## src/rtl/tdd_pkg.sv

```systemverilog
package tdd_pkg;
   // Default split of the tuning word
   localparam int TDD_WORD_W   = 14;
   localparam int TDD_FRAC_W   = 6;
   // log2 of the oscillator-to-update rate ratio
   localparam int TDD_DIV_LOG2 = 1;
endpackage

```

## src/rtl/tdd_rate_div.sv

```systemverilog
module tdd_rate_div #(
   parameter int DIV_LOG2 = tdd_pkg::TDD_DIV_LOG2
) (
   input  logic clk,
   input  logic rst_n,
   output logic upd_en
);
   logic [DIV_LOG2-1:0] phase_q;

   always_ff @(posedge clk or negedge rst_n) begin
      if (!rst_n) phase_q <= '0;
      else        phase_q <= phase_q + 1'b1;
   end

   // Update on the last phase of each divider period
   assign upd_en = &phase_q;
endmodule

```

## src/rtl/tdd_coarse_reg.sv

```systemverilog
module tdd_coarse_reg #(
   parameter int W = tdd_pkg::TDD_WORD_W - tdd_pkg::TDD_FRAC_W
) (
   input  logic         clk,
   input  logic         rst_n,
   input  logic         upd_en,
   input  logic [W-1:0] d,
   output logic [W-1:0] q
);
   always_ff @(posedge clk or negedge rst_n) begin
      if (!rst_n)      q <= '0;
      else if (upd_en) q <= d;
   end
endmodule

```

## src/rtl/tdd_dsm_accum.sv

```systemverilog
module tdd_dsm_accum #(
   parameter int FRAC_W = tdd_pkg::TDD_FRAC_W
) (
   input  logic              clk,
   input  logic              rst_n,
   input  logic              upd_en,
   input  logic [FRAC_W-1:0] frac_in,
   output logic              carry_o,
   output logic [FRAC_W-1:0] acc_o
);
   localparam int SUM_W = FRAC_W + 1;

   logic [SUM_W-1:0] sum;

   assign sum = {1'b0, acc_o} + {1'b0, frac_in};

   always_ff @(posedge clk or negedge rst_n) begin
      if (!rst_n) begin
         acc_o   <= '0;
         carry_o <= 1'b0;
      end else if (upd_en) begin
         acc_o   <= sum[FRAC_W-1:0];
         carry_o <= sum[SUM_W-1];
      end
   end
endmodule

```

## src/rtl/tune_dither_top.sv

```systemverilog
module tune_dither_top #(
   parameter int WORD_W   = tdd_pkg::TDD_WORD_W,
   parameter int FRAC_W   = tdd_pkg::TDD_FRAC_W,
   parameter int DIV_LOG2 = tdd_pkg::TDD_DIV_LOG2
) (
   input  logic                     clk,
   input  logic                     rst_n,
   input  logic [WORD_W-1:0]        tune_word,
   output logic [WORD_W-FRAC_W-1:0] coarse_code,
   output logic                     dither_bit
);
   localparam int COARSE_W = WORD_W - FRAC_W;

   generate
      if (FRAC_W < 1) begin : g_bad_frac
         $error("FRAC_W must be at least 1");
      end
      if (COARSE_W < 1) begin : g_bad_split
         $error("WORD_W must exceed FRAC_W");
      end
      if (DIV_LOG2 < 1) begin : g_bad_div
         $error("DIV_LOG2 must be at least 1");
      end
   endgenerate

   logic              upd_en;
   logic [FRAC_W-1:0] acc_state;

   tdd_rate_div #(.DIV_LOG2(DIV_LOG2)) u_div (
      .clk    (clk),
      .rst_n  (rst_n),
      .upd_en (upd_en)
   );

   tdd_coarse_reg #(.W(COARSE_W)) u_coarse (
      .clk    (clk),
      .rst_n  (rst_n),
      .upd_en (upd_en),
      .d      (tune_word[WORD_W-1:FRAC_W]),
      .q      (coarse_code)
   );

   tdd_dsm_accum #(.FRAC_W(FRAC_W)) u_dsm (
      .clk     (clk),
      .rst_n   (rst_n),
      .upd_en  (upd_en),
      .frac_in (tune_word[FRAC_W-1:0]),
      .carry_o (dither_bit),
      .acc_o   (acc_state)
   );
endmodule

```

## config.mk

```make
export PLATFORM = sky130hd
export DESIGN_NAME = tune_dither_top
export DESIGN_NICKNAME = d
export VERILOG_FILES = /design/src/rtl/tdd_pkg.sv /design/src/rtl/tdd_rate_div.sv /design/src/rtl/tdd_coarse_reg.sv /design/src/rtl/tdd_dsm_accum.sv /design/src/rtl/tune_dither_top.sv
export SDC_FILE = /design/constraint.sdc
export NUM_CORES = 1
export LEC_CHECK = 0
export CORE_MARGIN = 4
export CORE_UTILIZATION = 55
export DETAILED_ROUTE_END_ITERATION = 8
export DONT_BUFFER_PORTS = 1
export GPL_TIMING_DRIVEN = 0
export PLACE_DENSITY = 0.7
export RECOVER_POWER = 50
export SETUP_SLACK_MARGIN = 0.05
export SYNTH_ARGS = -nofsm -noshare
export SYNTH_HDL_FRONTEND = slang
export SYNTH_SLANG_ARGS = --single-unit
```

## constraint.sdc

```tcl
create_clock -name clk -period 2.4 [get_ports clk]
set_input_delay 0.36 -clock clk [delete_from_list [all_inputs] [get_ports clk]]
set_output_delay 0.36 -clock clk [all_outputs]
set_load 0.02 [all_outputs]
```

# Word-level counts from Yosys, hierarchy flattened
# Index checks and enable logic that the tools add are counted.
# classes
add_sub_neg	2
# ops
op	n
adder 6 x 6 -> 7 bit	1
adder 1 bit (second input constant)	1
# word_totals
in_bits	16
word_cells	6
ff_bits	16

# Depth between registers and ports, before layout
# logic_depth
depth_word	1
mapped_depth	7

# Modules after synthesis
# From an unflattened synthesis, not the netlist that was laid out.
# hier_totals
cells_unflattened	63
hier_area_um2	845.8
# modules_own_cells
mod	n_inst	cells_each	area_per_inst_um2	seq_area_each_um2
tdd_dsm_accum	1	44	485.5	175.2
tdd_coarse_reg	1	17	331.6	200.2
tdd_rate_div	1	2	28.8	25.0

# Worst setup path after synthesis
# OpenSTA, ideal clock, no wires.
# synth_path
path_kind	input -> register
startpoint	input tune_word[0]
endpoint	register u_dsm.acc_o[4]
path_slack_ps	885
path_stages	7
setup_ps	118
t_required_ps	2282
n_path_buf	0
arrival_time_ps	1397
cell_sequence	ha_1 -> inv_1 -> fa_1 -> nor2b_1 -> o31a_1 -> a211oi_1 -> a21o_1
# synth_between
elab_chain_len	1
# synth_rtl
element	line_no	source
start, declared	tune_dither_top.sv:8	input logic [WORD_W-1:0] tune_word,
adder 6 x 6 -> 7 bit	tdd_dsm_accum.sv:15	assign sum = {1'b0, acc_o} + {1'b0, frac_in};
end signal, assigned	tdd_dsm_accum.sv:22	acc_o <= sum[FRAC_W-1:0];
end, declared	tdd_dsm_accum.sv:9	output logic [FRAC_W-1:0] acc_o
# No other way between the ends.
# A chain may end at the register's enable or synchronous reset.

# Worst setup path after layout
# layout_path
startpoint	register u_dsm.acc_o[0]
endpoint	register u_dsm.carry_o
# layout_between
elab_chain_len	1
# layout_rtl
element	line_no	source
adder 6 x 6 -> 7 bit	tdd_dsm_accum.sv:15	
end signal, assigned	tdd_dsm_accum.sv:23	carry_o <= sum[SUM_W-1];
end, declared	tdd_dsm_accum.sv:8	output logic carry_o,
# No other way between the ends.

==> flow_summary.yaml <==
clocking:
  clk_latency_ns: 0.28
  cts_buffer_depth: 2
  ctsResizeCount: 0
  cts_max_level: 1
  cts_made_buffers: 3
  path_clk_slew_ns: 0.09
  cts_tree: "yes"
  clock-sinks: 16
  cts_setup_buffers: 0
  cts-root-buf: "clkbuf_4"
logic_synthesis:
  ys.flop_type: "dfrtp_1"
  synth.cell_area_um2: 801
  synthArstFlopShare: 1.00
  synth_enable_flop_cells: 0
  synth_top_cell_area_share: 0.500
  synth-seq-cells: 16
  synth.yosys.seq_area_share: 0.500
  syn_avg_cell_area_um2: 12.5
  syn_nets: 87
  ys_types: 24
  ys_top_cells_by_area: "dfrtp_1, mux2_2, ha_1"
  yosys_warnings: 0
  synth_most_common_cell: "dfrtp_1"
  synth_top_area_cell: "dfrtp_1"
  synth_commonest_cells: "dfrtp_1, mux2_2, ha_1, inv_1"
  syn_inst: 64
setup_path:
  r2r_slack_ns: 0.80
  worst_ep_required_time_ns: 2.61
  critPathArrivalTime_ns: 1.81
  end_kind: "flip-flop"
  crit_fanout: 2
  r2r_cells: 7
  critPathKind: "reg -> reg"
  critPathLaunchType: "flip-flop"
die:
  start_util: 0.600
  die_w_um: 46.2
  io_pins: 25
  row_count: 13
  core_region_area_um2: 1330
  dieArea_um2: 2130
  die_h_um: 46.2
pwr:
  seqPwrFrac: 0.435
  irDropWorstVdd_mv: 0.576
  power.share.clock: 0.190
  p_comb_frac: 0.375
  power.density_nw_per_um2: 1070
  switching_share: 0.330
  p_int_uw: 614
  leakagePower_uw: 0.000390
  switchingPower_uw: 302
routing:
  drc_errors: 0
  dr.first_iter.drc_count: 5
  antenna_left: 0
  via_per_inst: 5.81
  first_pass_iters: 4
  wl_per_cell_um: 14.6
  wl_um: 1230
  num_vias: 488
sta:
  max_freq_mhz: 626
  setup_violations: 0
  worstMarginPinSlew_ns: 0.703
  min_period_ns: 1.60
  grt_setup_unrepaired: "false"
  relSlewSlack: 0.530
  final_hold_viol_count: 0
  slew_viol_final: 0
  finClkSkew_ns: 0.00500
  finalCritPeriodShare: 0.666
  setup_tns_ns: 0
  hold_slack_ns: 0.219
grt:
  grt_max_degree: 17
  grt_pass1_wl_um: 1980
  grt_use_total: 0.134
  grt_pass1_vias: 520
  use_met3: 0.0469
  overflow: 0
  grtUsageMet1: 0.151
  antenna_found_initial: 0
  grt-busiest-layer: "met2"
  grt_use_met2: 0.223
place:
  placed_cell_area_um2: 820
  detailed_place_hpwl_um: 959
  port_buffers: 0
  gp_congestion: 0.707
run_status:
  outcome: "completed"
finish:
  utilization: 0.644
  fin_area_um2: 858
  fin_nets: 93
  drive_above_1_share: 0.261
  n_antenna_cell: 0
  syn2layout_area_growth_pct: 7.19
run:
  max_cap_viol_count: 0
min_path:
  whs_path_depth: 1
  hold_class: "in -> reg"
==> layout by cell type, fill, tap and decap left out, drive strengths merged <==
cell type	count
a211oi	1
a21o	2
a21oi	4
a31oi	1
buf	1
clkbuf	5
dfrtp	16
dlygate4sd3	1
fa	1
ha	6
inv	5
mux2	11
nand2	1
nand3	1
nor2	3
nor2b	1
nor3	1
o2111ai	1
o21a	1
o21ai	2
o31a	1
or4	1
xnor2	2
==> final cells by class <==
type,instances,area [um2]
multi-input cells,41,363
plain buffers,2,8.76
inverters,5,21.3
fillers,112,475
clock buffers,4,36.3
repair buffers,1,10.0
well taps,15,18.8
flip-flops and latches,16,400
==> stage by stage <==
stage	setup slack [ns]	power [uW]	instances
2_1_floorplan	0.885	684	64
3_3_place_gp	0.802	726	79
3_5_place_dp	0.790	740	79
4_1_cts	0.795	926	84
5_1_grt	0.659	994	84
6_report	0.802	916	84
==> path summary, 6_finish.rpt <==
check | startpoint | end
worst max-delay path | u_dsm.acc_o[0] | u_dsm.carry_o
worst min-delay path | tune_word[11] | u_coarse.q[5]
worst max register to register | u_dsm.acc_o[0] | u_dsm.carry_o
worst min register to register | u_dsm.acc_o[4] | u_dsm.acc_o[4]
max in group asynchronous | rst_n | u_coarse.q[7]
min in group asynchronous | rst_n | u_dsm.acc_o[5]
==> flip-flops by register name, indices dropped and copies added, names as in the netlist <==
| register | count |
|---|---|
| u_coarse.q | 8 |
| u_dsm.acc_o | 6 |
| u_div.upd_en | 1 |
| u_dsm.carry_o | 1 |
==> routing by layer <==
layer / vias up / wire, um
li1: 237 / -
met1: 231 / 560
met2: 18 / 549
met3: 2 / 108
met4: 0 / 12
met5: - / 0
==> timing repair <==
action                                 4_1_cts  5_1_grt
setup endpoints to repair                    0        0
endpoints found under the hold margin       16        0
hold buffers                                 1        0
==> power by group through the flow <==
stage | sequential, uW | clock, uW | combinational [uW]
final | 399 | 174 | 343
after floorplan | 394 | 0 | 290
after detailed placement | 406 | 0 | 334
after global routing | 409 | 193 | 393
after global placement | 401 | 0 | 324
after CTS | 400 | 182 | 344
==> worst max-delay path, cell delays in order, from the launching register on <==
cell and delay (ns):
dfrtp_1 0.35, ha_1 0.16, inv_1 0.05, fa_1 0.40, nor2b_1 0.15, o31a_1 0.16
o21ai_0 0.09, a31oi_1 0.16
==> cells by family (layout without fill, tap and decap cells) <==
family / after synthesis / in the layout / synth area share
AO/OA/AOI/OAI: 13 / 13 / 0.109
adder cells (fa/ha/maj): 7 / 7 / 0.119
flip-flops: 16 / 16 / 0.500
XOR/XNOR: 2 / 2 / 0.0219
buffers and inverters: 7 / 12 / 0.0469
multiplexers: 11 / 11 / 0.155
AND/OR/NAND/NOR: 8 / 8 / 0.0484
Note: power is estimated with default switching activity, not from simulation.
